==> config.mk <==
export PLATFORM = sky130hd
export DESIGN_NAME = cinstr_expander
export DESIGN_NICKNAME = d
export VERILOG_FILES = /design/src/rtl/cx_pkg.sv /design/src/rtl/cx_mem_expand.sv /design/src/rtl/cx_alu_expand.sv /design/src/rtl/cinstr_expander.sv
export SDC_FILE = /design/constraint.sdc
export NUM_CORES = 1
export LEC_CHECK = 0
export BUFFER_PORTS_ARGS = -buffer_cell sky130_fd_sc_hd__buf_2
export CORE_AREA = 4 4 41 43
export DETAILED_ROUTE_END_ITERATION = 8
export DIE_AREA = 0 0 45 47
export PLACE_DENSITY = 0.89
export SETUP_SLACK_MARGIN = 0.5
export SLEW_MARGIN = 25
export SYNTH_ARGS = -nofsm -noshare
export SYNTH_HDL_FRONTEND = slang
export SYNTH_SLANG_ARGS = --single-unit
==> constraint.sdc <==
create_clock -name vclk -period 3
set_input_delay 0.3 -clock vclk [all_inputs]
set_output_delay 0.3 -clock vclk [all_outputs]
set_load 0.005 [all_outputs]
==> src/rtl/cx_pkg.sv <==
// Package: cx_pkg
// Shared widths, base opcodes and field-packing helpers for the compressed
// expander. Assumes the standard 32-bit base-instruction field layout.
package cx_pkg;

    localparam int unsigned CW = 16;  // compressed instruction width
    localparam int unsigned XW = 32;  // expanded instruction width
    localparam int unsigned RW = 5;   // full register index width
    localparam int unsigned PW = 3;   // compressed register index width

    localparam logic [6:0] OPC_LOAD   = 7'b0000011;
    localparam logic [6:0] OPC_STORE  = 7'b0100011;
    localparam logic [6:0] OPC_OPIMM  = 7'b0010011;
    localparam logic [6:0] OPC_OP     = 7'b0110011;
    localparam logic [6:0] OPC_OP32   = 7'b0111011;

    // Expander verdict for one sub-decoder.
    typedef struct packed {
        logic          claim;  // encoding belongs to this sub-decoder
        logic          bad;    // claimed but reserved or gated off
        logic [XW-1:0] word;   // expansion when claim && !bad
    } cx_res_t;

    // Map a compressed 3-bit register number onto x8..x15.
    function automatic logic [RW-1:0] prime_reg(input logic [PW-1:0] r);
        return {2'b01, r};
    endfunction

    // Pack an I-type instruction.
    function automatic logic [XW-1:0] pack_i(input logic [11:0] imm,
        input logic [RW-1:0] rs1, input logic [2:0] f3,
        input logic [RW-1:0] rd, input logic [6:0] opc);
        return {imm, rs1, f3, rd, opc};
    endfunction

    // Pack an S-type instruction.
    function automatic logic [XW-1:0] pack_s(input logic [11:0] imm,
        input logic [RW-1:0] rs2, input logic [RW-1:0] rs1,
        input logic [2:0] f3, input logic [6:0] opc);
        return {imm[11:5], rs2, rs1, f3, imm[4:0], opc};
    endfunction

    // Pack an R-type instruction.
    function automatic logic [XW-1:0] pack_r(input logic [6:0] f7,
        input logic [RW-1:0] rs2, input logic [RW-1:0] rs1,
        input logic [2:0] f3, input logic [RW-1:0] rd, input logic [6:0] opc);
        return {f7, rs2, rs1, f3, rd, opc};
    endfunction

endpackage

==> src/rtl/cx_mem_expand.sv <==
// Module: cx_mem_expand
// Decodes the compact byte/halfword load and store forms (quadrant 00,
// bits 15:12 = 1000) into base loads and stores. Needs no optional feature.
// Assumes the caller zeroes the word when bad is set or claim is clear.
module cx_mem_expand
    import cx_pkg::*;
(
    input  logic [CW-1:0] cin,
    output cx_res_t       res
);

    logic [RW-1:0] base_r;
    logic [RW-1:0] data_r;
    logic [11:0]   off_b;
    logic [11:0]   off_h;
    logic          space;

    // Field extraction shared by all four forms.
    always_comb begin
        base_r = prime_reg(cin[9:7]);
        data_r = prime_reg(cin[4:2]);
        off_b  = {10'd0, cin[5], cin[6]};
        off_h  = {10'd0, cin[5], 1'b0};
        space  = (cin[1:0] == 2'b00) && (cin[15:12] == 4'b1000);
    end

    // Form selection on bits 11:10 and the halfword sub-select in bit 6.
    always_comb begin
        res.claim = space;
        res.bad   = 1'b0;
        res.word  = '0;
        if (space) begin
            unique case (cin[11:10])
                2'b00: res.word = pack_i(off_b, base_r, 3'b100, data_r, OPC_LOAD);
                2'b01: res.word = pack_i(off_h, base_r, cin[6] ? 3'b001 : 3'b101,
                                         data_r, OPC_LOAD);
                2'b10: res.word = pack_s(off_b, data_r, base_r, 3'b000, OPC_STORE);
                2'b11: begin
                    res.bad  = cin[6];
                    res.word = pack_s(off_h, data_r, base_r, 3'b001, OPC_STORE);
                end
                default: res.word = '0;
            endcase
        end
    end

    // Guard: every accepted access addresses a compressed base register.
    always_comb begin
        if (res.claim && !res.bad) begin
            p_base_is_prime_r1: assert (res.word[19:18] == 2'b01)
                else $error("memory form base register outside x8..x15");
        end
    end

endmodule

==> src/rtl/cx_alu_expand.sv <==
// Module: cx_alu_expand
// Decodes the destructive unary forms and the compact multiply (quadrant 01,
// bits 15:10 = 100111, bit 6 = 1). Feature parameters gate each form.
// Assumes bits 6:5 = 0x of the same pattern belong to another decoder.
module cx_alu_expand
    import cx_pkg::*;
#(
    parameter bit HAS_BITMANIP = 1'b1,
    parameter bit HAS_ADDUW    = 1'b1,
    parameter bit HAS_MUL      = 1'b1,
    parameter bit XLEN64       = 1'b1
) (
    input  logic [CW-1:0] cin,
    output cx_res_t       res
);

    localparam logic [6:0] ZEXTH_OPC = XLEN64 ? OPC_OP32 : OPC_OP;
    localparam bit         ZEXTW_OK  = HAS_ADDUW && XLEN64;

    logic [RW-1:0] rsd;
    logic [RW-1:0] rs2;
    logic          space;

    // Field extraction and space match.
    always_comb begin
        rsd   = prime_reg(cin[9:7]);
        rs2   = prime_reg(cin[4:2]);
        space = (cin[1:0] == 2'b01) && (cin[15:10] == 6'b100111) && cin[6];
    end

    // Selector decode with per-feature gating.
    always_comb begin
        res.claim = space;
        res.bad   = 1'b0;
        res.word  = '0;
        if (space) begin
            if (!cin[5]) begin
                res.bad  = !HAS_MUL;
                res.word = pack_r(7'b0000001, rs2, rsd, 3'b000, rsd, OPC_OP);
            end else begin
                unique case (cin[4:2])
                    3'd0: res.word = pack_i(12'h0ff, rsd, 3'b111, rsd, OPC_OPIMM);
                    3'd1: begin
                        res.bad  = !HAS_BITMANIP;
                        res.word = pack_i(12'h604, rsd, 3'b001, rsd, OPC_OPIMM);
                    end
                    3'd2: begin
                        res.bad  = !HAS_BITMANIP;
                        res.word = pack_r(7'b0000100, 5'd0, rsd, 3'b100, rsd, ZEXTH_OPC);
                    end
                    3'd3: begin
                        res.bad  = !HAS_BITMANIP;
                        res.word = pack_i(12'h605, rsd, 3'b001, rsd, OPC_OPIMM);
                    end
                    3'd4: begin
                        res.bad  = !ZEXTW_OK;
                        res.word = pack_r(7'b0000100, 5'd0, rsd, 3'b000, rsd, OPC_OP32);
                    end
                    3'd5: res.word = pack_i(12'hfff, rsd, 3'b100, rsd, OPC_OPIMM);
                    default: res.bad = 1'b1;
                endcase
            end
        end
    end

    // Guards: word-width opcodes only on 64-bit cores; multiply only when present.
    always_comb begin
        if (res.claim && !res.bad) begin
            p_op32_needs_xlen64_r7: assert (res.word[6:0] != OPC_OP32 || XLEN64)
                else $error("32-bit-word opcode emitted on a 32-bit core");
            p_mul_needs_feature_r8: assert (!(res.word[6:0] == OPC_OP &&
                                              res.word[31:25] == 7'b0000001) || HAS_MUL)
                else $error("multiply emitted without multiply support");
        end
    end

endmodule

==> src/rtl/cinstr_expander.sv <==
// Module: cinstr_expander
// Top of the compact sub-word/unary expander. Merges the memory and ALU
// sub-decoders into a one-hot valid/illegal/foreign verdict and a word that
// is zero unless valid. Purely combinational; assumes the two sub-decoder
// spaces are disjoint (they differ in the quadrant bits).
module cinstr_expander
    import cx_pkg::*;
#(
    parameter bit HAS_BITMANIP = 1'b1,
    parameter bit HAS_ADDUW    = 1'b1,
    parameter bit HAS_MUL      = 1'b1,
    parameter bit XLEN64       = 1'b1
) (
    input  logic [15:0] cinstr_i,
    output logic [31:0] xinstr_o,
    output logic        valid_o,
    output logic        illegal_o,
    output logic        foreign_o
);

    localparam int unsigned NSUB = 2;

    cx_res_t sub [NSUB];

    cx_mem_expand u_mem (
        .cin (cinstr_i),
        .res (sub[0])
    );

    cx_alu_expand #(
        .HAS_BITMANIP (HAS_BITMANIP),
        .HAS_ADDUW    (HAS_ADDUW),
        .HAS_MUL      (HAS_MUL),
        .XLEN64       (XLEN64)
    ) u_alu (
        .cin (cinstr_i),
        .res (sub[1])
    );

    // Merge sub-decoder verdicts; only an accepted word reaches the output.
    always_comb begin
        logic          any_claim;
        logic          any_bad;
        logic [XW-1:0] acc;
        any_claim = 1'b0;
        any_bad   = 1'b0;
        acc       = '0;
        for (int k = 0; k < NSUB; k++) begin
            any_claim = any_claim | sub[k].claim;
            any_bad   = any_bad | (sub[k].claim & sub[k].bad);
            if (sub[k].claim && !sub[k].bad) acc = acc | sub[k].word;
        end
        valid_o   = any_claim & ~any_bad;
        illegal_o = any_claim & any_bad;
        foreign_o = ~any_claim;
        xinstr_o  = acc;
    end

    // Guards: one verdict per input; rejected inputs give a zero word.
    always_comb begin
        p_one_verdict_r10: assert ($onehot({valid_o, illegal_o, foreign_o}))
            else $error("verdict flags not one-hot");
        p_zero_when_rejected_r9: assert (valid_o || xinstr_o == '0)
            else $error("nonzero expansion on a rejected input");
        p_disjoint_spaces_r10: assert (!(sub[0].claim && sub[1].claim))
            else $error("both sub-decoders claimed one input");
    end

endmodule

---- After elaboration in Yosys (flattened, before gate mapping) ----
Cells that the tools add are included.
storage, ports and cells
  register bits ........................... 0
cells by class
  equal/unequal tests ..................... 11
  multiplexer cells ....................... 10
  bitwise gates (word level) .............. 9
  reduce and logical (&&, ||, !) cells .... 11
operators with widths
  operator                                        count
  case mux 32 bit (6 select lines)                1
  case mux 32 bit (4 select lines)                1
  two-way mux 33 bit                              3
  two-way mux 32 bit                              2
  OR 32 bit                                       1
  == test 3 x 2 -> 1 bit (second input constant)  2
  == test 3 bit (second input constant)           2
  == test 6 bit (second input constant)           1
  OR reduction 6 bit                              1
  logical AND 1 bit                               5
  bitwise AND 1 bit                               4
  == test 2 x 1 -> 1 bit (second input constant)  2
  == test 2 bit (second input constant)           2
  == test 4 bit (second input constant)           1
  logical NOT 2 bit                               2
  == test 3 x 1 -> 1 bit (second input constant)  1
  logical NOT 3 bit                               1
  two-way mux 3 bit                               1
  logical NOT 1 bit                               2
  two-way mux 1 bit                               2
  inverter 1 bit                                  2
  OR 1 bit                                        2

---- Longest topological paths before layout ----
Gate-level depths: netlist of the first run.
  word-level depth ........................ 9
  gate-level depth with buffers ........... 7
  depth with buffers taken out ............ 6

---- By module ----
From an unflattened synthesis of the first run, not the netlist that was laid out.
second synthesis, totals
  cells, all modules ...................... 166
  area, all modules ....................... 1281.2 um^2
by module, submodules not included
  module           instances  cells each  area each (um^2)  sequential area each (um^2)
  cx_mem_expand    1          56          447.9             0.0
  cx_alu_expand    1          65          420.4             0.0
  cinstr_expander  1          45          412.9             0.0

---- Worst setup path after synthesis of the first run ----
OpenSTA, ideal clock, no wires.
  path type ............................... input to output
  from .................................... in cinstr_i[1]
  to ...................................... out xinstr_o[31]
  arrival time ............................ 1791 ps
  required time ........................... 2700 ps
  setup slack ............................. 909 ps
  stages .................................. 5
  buffers on the path ..................... 1
  cell sequence ........................... or4b_4 -> nor3_4 -> nand3_1 -> nor3_1 -> buf_4
between the ends
  cells in the longest elaborated chain, start to end .. 8
  elaborated cells on any way between the ends .. 14
RTL lines
  what                  RTL line               source
  start, declared       cinstr_expander.sv:14  input logic [15:0] cinstr_i,
  logical NOT 2 bit     cx_mem_expand.sv:24    space = (cin[1:0] == 2'b00) && (cin[15:12] == 4'b1000);
  logical AND 1 bit     cx_mem_expand.sv:24
  two-way mux 33 bit    cx_mem_expand.sv:32    if (space) begin
  logical NOT 1 bit     n/a
  logical AND 1 bit     n/a
  two-way mux 32 bit    cinstr_expander.sv:51  if (sub[k].claim && !sub[k].bad) acc = acc | sub[k].word;
  OR 32 bit             cinstr_expander.sv:51
  two-way mux 32 bit *  cinstr_expander.sv:51
  end, declared         cinstr_expander.sv:15  output logic [31:0] xinstr_o,
Every way passes the cells marked *; elsewhere a longest branch is shown, timed or not.

---- Worst setup path after layout of the first run ----
Ends and elaborated chain as after synthesis.

==> results of run 1 <==
-- cell usage in the layout, fill, tap and decap left out --
cell,n
a21o_1,1
a21o_2,1
a21oi_1,6
a221oi_1,1
a22o_1,2
a32oi_1,1
and2_1,3
and3_1,1
buf_2,47
conb_1,4
inv_1,5
inv_2,1
mux2i_1,2
nand2_1,11
nand2b_1,1
nand3_1,5
nor2_1,6
nor3_1,3
nor3_4,2
nor4_1,1
nor4_2,1
o21ai_0,5
o21ai_2,1
o21bai_1,2
o221ai_1,1
o22ai_1,2
o2bb2ai_1,1
or2_2,1
or3_1,1
or3b_2,1
or4b_4,1
xnor2_1,1
-- stage by stage --
step	std cells	setup slack, ns	cell area (um2)	power, mW
2_1_floorplan	89	0.909	564	0.0383
3_3_place_gp	137	0.796	702	0.0470
3_5_place_dp	137	0.722	702	0.0486
4_1_cts	137	0.717	702	0.0490
5_1_grt	137	0.601	702	0.0554
6_report	137	0.739	702	0.0500
-- power breakdown --
group / switching, mW / internal [mW] / leakage, nW
clock: 0 / 0 / 0
combinational: 0.0313 / 0.0187 / 0.435
sequential: 0 / 0 / 0
-- cell type report --
class	count	area, um2
Timing Repair Buffer	47	235
Inverter	6	22.5
Fill cell	140	599
Tap cell	15	18.8
Multi-Input combinational cell	69	425
-- layer usage --
metal,part of all wire (%),wire length [um],vias up,GRT usage [%]
met1,38,679,330,20.0
met2,49,865,46,30.2
li1,-,-,366,-
met4,1.1,20,0,3.51
met3,11,203,4,1.53
met5,0,0,-,0
-- cells by family after synthesis --
logic type                after synthesis  synth area share (%)
AOI/OAI and AO/OA                      24                  29.0
xor gates and xnor gates                1                  1.58
buffers and inverters                  20                  25.1
muxes                                   2                  3.62
other                                   1                 0.678
and+or+nand+nor                        38                  40.0
-- path summary, 6_finish.rpt --
kind / end / start
max: xinstr_o[31] / cinstr_i[1]
min: xinstr_o[15] / cinstr_i[7]
==> reports/qor.yml, run 1 <==
synth_top_area_share_pct: 13.6
synth_most_common_cell: "nand2_1"
dr.pass1.iters: 4
cts_hold_buf: 0
ys_warn_count: 0
syn_to_final_growth_pct: 26.9
netlist_instances: 86
drv_cap: 0
seq_cell_count: 0
synthDistinctLibCells: 35
period_share_pct: 75.4
finalSetupViolations: 0
wl_per_cell_um: 12.9
syn_avg_cell_area_um2: 6.43
ant_nets: 0
worst-setup-path-type: "in2out"
grt_pass1_wl_mm: 2.68
p_leak_nw: 0.435
layout-drive-gt1-share_pct: 45.9
synth_top_cells_by_area: "buf_4 (14%), nand2_1 (7.5%), nor3_4 (5.9%)"
fin_nets: 140
finalMaxSlewViolations: 0
syn-cell-area_um2: 553
clock_buffers: 0
worstHoldPathCells: 3
viasPerCell: 5.45
vias: 746
synth_top_cells_by_count: "nand2_1 (11), buf_4 (10), a21oi_1 (6), nor2_1 (6)"
regArea_um2: 0
post-route-util_pct: 53.9
diodes: 0
gp_congestion: 0.810
status: "complete, no violations"
grt_pass1_vias: 613
tns_ns: 0
post-route-drc-count: 0
crit_path_cell_trace: "buf_2, or4b_4, nor3_4, nand3_1, nor3_1, buf_2"
path_max_fanout: 8
power.density_nw_per_um2: 71.2
start_util_pct: 42.5
path_common_cell: "buf_2"
grt_usage_pct: 16.2
crit_buf_inv: 2
overflow: 0
fin_hold_ws_ns: 0.881
yosys.area.top_type: "buf_4"
ys_seq_area_share_pct: 0
timing.fmax_mhz: 442
die_h_um: 47
wl_mm: 1.77
post-cts-setup-buffers: 0
min_period_ns: 2.26
rsz0062_at_grt: "no"
drt-initial-drc-count: 19
slowest_stage: "or4b_4"
grt_max_degree: 13
cts-resized-gates: 0
holdCritPathClass: "in2out"
end_kind: "primary output"
critPathMaxStageDelay_ns: 0.59
max-vdd-ir-drop_mv: 0.0487
coreArea_um2: 1300
cp.depth: 6
antenna_found_initial: 0
start_kind: "primary input"
post-dp-hpwl_mm: 1.48
cp.required_ns: 2.70
cp_top_family: "simple AND/OR/NAND/NOR gates"
die_width_um: 45
fp-row-count: 13
io_pins: 51
place.port_buffers: 47
cp.arrival_ns: 1.96
hold_viol: 0
die_area_um2: 2120
Note: power is estimated with default switching activity, not from simulation.
==> inputs of run 2 (changes only) <==
--- a/config.mk
+++ b/config.mk
@@ -6,10 +6,10 @@
 export NUM_CORES = 1
 export LEC_CHECK = 0
 export BUFFER_PORTS_ARGS = -buffer_cell sky130_fd_sc_hd__buf_2
-export CORE_AREA = 4 4 41 43
+export CORE_MARGIN = 4
+export CORE_UTILIZATION = 39
 export DETAILED_ROUTE_END_ITERATION = 8
-export DIE_AREA = 0 0 45 47
-export PLACE_DENSITY = 0.89
+export PLACE_DENSITY = 0.84
 export SETUP_SLACK_MARGIN = 0.5
 export SLEW_MARGIN = 25
 export SYNTH_ARGS = -nofsm -noshare
==> constraint.sdc (replaced) <==
create_clock -name vclk -period 2.3
set_input_delay 0.23 -clock vclk [all_inputs]
set_output_delay 0.23 -clock vclk [all_outputs]
set_load 0.005 [all_outputs]
==> run 2 against run 1 <==
Final area grew 36%. Wire length up 26%. Final cell count rose by 11%. Non-clock buffer count up 15. First-iteration DRC count is 42% higher.
==> reports/qor.yml, run 2 (same netlist as run 1, synthesis figures left out) <==
dr.pass1.iters: 4  # unchanged
cp.depth: 7  # +1
place.port_buffers: 47  # unchanged
cp.required_ns: 2.07  # -0.63 ns
path_max_fanout: 8  # unchanged
final_cell_mix: "buf_2 (44), buf_4 (12), nand2_1 (10)"
cp_top_family: "simple AND/OR/NAND/NOR gates"
drt-initial-drc-count: 27  # +8
coreArea_um2: 1320  # +1.2%
cp.arrival_ns: 1.76  # -0.20 ns
rsz0062_at_grt: "yes"
layout-drive-gt1-share_pct: 62.8  # +17 points
die_area_um2: 2080  # -1.4%
clock_buffers: 0  # unchanged
die_width_um: 45.7  # +1.5%
worst-setup-path-type: "in2out"
finalMaxSlewViolations: 0  # unchanged
grt_usage_pct: 20.1  # +3.9 points
grt_pass1_wl_mm: 3.26  # +21%
dp.cells: 137  # unchanged
holdCritPathClass: "in2out"
start_util_pct: 42.0  # -0.52 points
tns_ns: 0  # unchanged
p_leak_nw: 0.539  # +24%
slowest_stage: "or4b_4"
worstSetupEndpoint: "xinstr_o[13]"
hold_viol: 0  # unchanged
min_period_ns: 1.99
post-route-drc-count: 0  # unchanged
worstHoldPathCells: 3  # unchanged
post-dp-hpwl_mm: 1.45  # -2.5%
layout_commonest_cell: "buf_2"
diodes: 0  # unchanged
fill_cells: 90  # -36%
end_kind: "primary output"
wl_per_cell_um: 14.7  # +14%
critPathMaxStageDelay_ns: 0.58  # about the same
period_share_pct: 86.6
finalSetupViolations: 0  # unchanged
syn_to_final_growth_pct: 72.4
viasPerCell: 5.40  # -0.81%
timing.fmax_mhz: 502
regArea_um2: 0  # unchanged
seq_cell_count: 0  # unchanged
path_common_cell: "buf_6"
crit_buf_inv: 3  # +1
grt_pass1_vias: 704  # +15%
max-vdd-ir-drop_mv: 0.0752  # +54%
start_kind: "primary input"
io_pins: 51  # unchanged
grt_max_degree: 13  # unchanged
fp-row-count: 13  # unchanged
overflow: 0  # unchanged
multi_input_area_um2: 534  # +26%
status: "complete, no violations"
wl_mm: 2.23  # +26%
ant_nets: 0  # unchanged
gp_congestion: 0.857  # +5.9%
fin_nets: 155  # +11%
crit_path_cell_trace: "buf_6, or4b_4, nor3_4, buf_6, nand3_4, nor4_2, buf_2"
drv_cap: 0  # unchanged
vias: 821  # +10%
antenna_found_initial: 0  # unchanged
power.density_nw_per_um2: 85.4  # +20%
die_h_um: 45.7  # -2.9%
startpoint: "cinstr_i[13]"
finalNonFillerCells: 152  # +11%
cts_hold_buf: 0  # unchanged
run 2: report_power, final:
part           leakage [nW]  total [mW]  switching [mW]  internal [mW]
clock                     0           0               0              0
sequential                0           0               0              0
combinational         0.539      0.0814          0.0518         0.0296
total                 0.539      0.0814          0.0518         0.0296
run 2: worst min-delay path, stage by stage:
cell    delay (ns)
buf_2         0.09
and2_1        0.10
buf_2         0.10
run 2: how the worst min path moves through the flow:
| stage | startpoint | to | slack [ns] |
|---|---|---|---|
| after floorplan | cinstr_i[8] | xinstr_o[8] | 0.56 |
| after global placement | cinstr_i[8] | xinstr_o[8] | 0.75 |
| after detailed placement | cinstr_i[7] | xinstr_o[15] | 0.75 |
| after CTS | cinstr_i[8] | xinstr_o[16] | 0.75 |
| after global routing | cinstr_i[7] | xinstr_o[15] | 0.77 |
| final | cinstr_i[7] | xinstr_o[15] | 0.76 |
run 2: cell type report:
type	instances	share of cell area, %
inverters	6	2.36
multi-input cells	69	56.0
well taps	15	1.97
repair buffers	62	39.6
run 2: repair_timing:
item | 4_1_cts | 5_1_grt
gates resized for setup | 10 | 18
pin swaps | 10 | 8
endpoints found under the setup margin | 28 | 31
endpoints found under the hold margin | 0 | 0
setup buffers | 11 | 4
run 2: metrics by stage:
stage | total power [mW] | utilization (%) | setup WS (ns) | hold slack, ns | area, um2
global route | 0.0891 | 72.4 | 0.232 | 0.769 | 953
global placement | 0.0628 | 54.0 | 0.308 | 0.747 | 712
floorplan | 0.0506 | - | 0.521 | 0.564 | 574
detailed placement | 0.0646 | 54.0 | 0.267 | 0.753 | 712
finish | 0.0814 | 72.4 | 0.308 | 0.759 | 953
CTS | 0.0704 | 64.4 | 0.372 | 0.754 | 848
run 2: metal layers:
layer	up-vias	GRT usage, %	share of wire (%)
li1	395	-	-
met1	375	26.6	40
met2	47	36.8	51
met3	4	0	7.4
met4	0	2.92	1.4
met5	-	0	0
==> inputs of run 3 (changes only) <==
--- a/config.mk
+++ b/config.mk
@@ -10,7 +10,6 @@
 export CORE_UTILIZATION = 39
 export DETAILED_ROUTE_END_ITERATION = 8
 export PLACE_DENSITY = 0.84
-export SETUP_SLACK_MARGIN = 0.5
 export SLEW_MARGIN = 25
 export SYNTH_ARGS = -nofsm -noshare
 export SYNTH_HDL_FRONTEND = slang
==> run 3 against run 2 <==
Flip-flop and latch count is the same. Wire length shrank 20%. Non-clock buffer count shrank 14. Total power shrank 20%. Utilization shrank 19 points. Largest cell class unchanged. Critical path type unchanged. Combinational power shrank 20%. Highest routed layer unchanged.
==> reports/qor.yml, run 3 (same netlist as run 1, synthesis figures left out) <==
die_area_um2: 2080  # unchanged
grt_pass1_wl_mm: 2.62  # -19%
min_to: "xinstr_o[8]"
wl_per_cell_um: 13.0  # -12%
slowest_stage: "or4b_4"
clock_buffers: 0  # unchanged
diodes: 0  # unchanged
critPathMaxStageDelay_ns: 0.60  # +0.02 ns
crit_buf_inv: 2  # -1
start_kind: "primary input"
worstHoldPathCells: 4  # +1
fill_cells: 143  # +59%
tns_ns: 0  # unchanged
viasPerCell: 5.47  # +1.3%
syn_to_final_growth_pct: 28.3
place.port_buffers: 47  # unchanged
die_h_um: 45.7  # unchanged
p_leak_nw: 0.441  # -18%
grt_usage_pct: 16.1  # -4.1 points
rsz0062_at_grt: "no"
io_pins: 51  # unchanged
start_util_pct: 42.0  # unchanged
fp-row-count: 13  # unchanged
vias: 755  # -8.0%
cp.arrival_ns: 1.91  # +0.15 ns
grt_pass1_vias: 622  # -12%
max-vdd-ir-drop_mv: 0.0422  # -44%
overflow: 0  # unchanged
hold_viol: 0  # unchanged
layout_commonest_cell: "buf_2"
die_width_um: 45.7  # unchanged
wl_mm: 1.79  # -20%
finalMaxSlewViolations: 0  # unchanged
final_cell_mix: "buf_2 (47), nand2_1 (11), a21oi_1 (6), nor2_1 (6)"
timing.fmax_mhz: 468  # -6.9%
worstHoldStart: "cinstr_i[8]"
finalSetupViolations: 0  # unchanged
antenna_found_initial: 0  # unchanged
holdCritPathClass: "in2out"
drt-initial-drc-count: 25  # -7.4%
post-cts-setup-buffers: 0  # -11
cp.required_ns: 2.07  # about the same
seq_cell_count: 0  # unchanged
power_uw: 65.4  # -20%
period_share_pct: 93.0  # +6.4 points
ant_nets: 0  # unchanged
post-dp-hpwl_mm: 1.48  # +2.7%
post-route-util_pct: 53.8  # -19 points
post-route-drc-count: 0  # unchanged
worst-setup-path-type: "in2out"
status: "complete, no violations"
min_period_ns: 2.14  # +0.146 ns
cts-resized-gates: 0  # -10
end_kind: "primary output"
fin_nets: 141  # -9.0%
gp_congestion: 0.829  # -3.3%
grt_max_degree: 13  # unchanged
drv_cap: 0  # unchanged
path_max_fanout: 8  # unchanged
regArea_um2: 0  # unchanged
power.density_nw_per_um2: 92.1  # +7.9%
path_common_cell: "buf_2"
crit_path_cell_trace: "buf_2, or4b_4, nor3_4, nand3_1, nor3_1, buf_2"
cp_top_family: "simple AND/OR/NAND/NOR gates"
dr.pass1.iters: 4  # unchanged
coreArea_um2: 1320  # unchanged
cts_hold_buf: 0  # unchanged
layout-drive-gt1-share_pct: 46.3  # -16 points
[run 3: worst max path at each step]
stage                      startpoint            to  slack (ns)  cells past startpoint
after floorplan           cinstr_i[1]  xinstr_o[31]        0.35                      5
after global placement    cinstr_i[1]  xinstr_o[28]        0.25                      6
after detailed placement  cinstr_i[1]  xinstr_o[31]        0.19                      6
after CTS                 cinstr_i[1]  xinstr_o[31]        0.18                      6
after global routing      cinstr_i[1]  xinstr_o[31]         0.1                      6
final                     cinstr_i[1]  xinstr_o[31]        0.16                      6
[run 3: area by class of cell]
type                            instances  area, um2  area share (%)
Tap cell                               15       18.8            2.65
Timing Repair Buffer                   48        243            34.2
Inverter                                6       22.5            3.17
Multi-Input combinational cell         69        425            60.0
[run 3: power by group]
group / switching, mW / internal (mW) / total (mW)
combinational: 0.0408 / 0.0246 / 0.0654
clock: 0 / 0 / 0
sequential: 0 / 0 / 0
[run 3: metal layers]
layer	wire, um	GRT usage, %
met1	681	20.1
met2	874	29.8
met3	215	0.395
met4	19	3.51
met5	0	0
[run 3: worst min-delay path, cell delays in order]
cell and delay [ns]:
buf_2 0.08, nand2_1 0.04, o21ai_0 0.05, buf_2 0.11
[run 3: metrics by stage]
step                setup slack, ns  area (um2)  hold WS (ns)  std cells
global route                 0.0951         709         0.758        138
global placement              0.255         709         0.748        138
CTS                           0.179         709         0.746        138
detailed placement            0.190         709         0.746        138
floorplan                     0.349         564         0.564         89
finish                        0.162         709         0.742        138
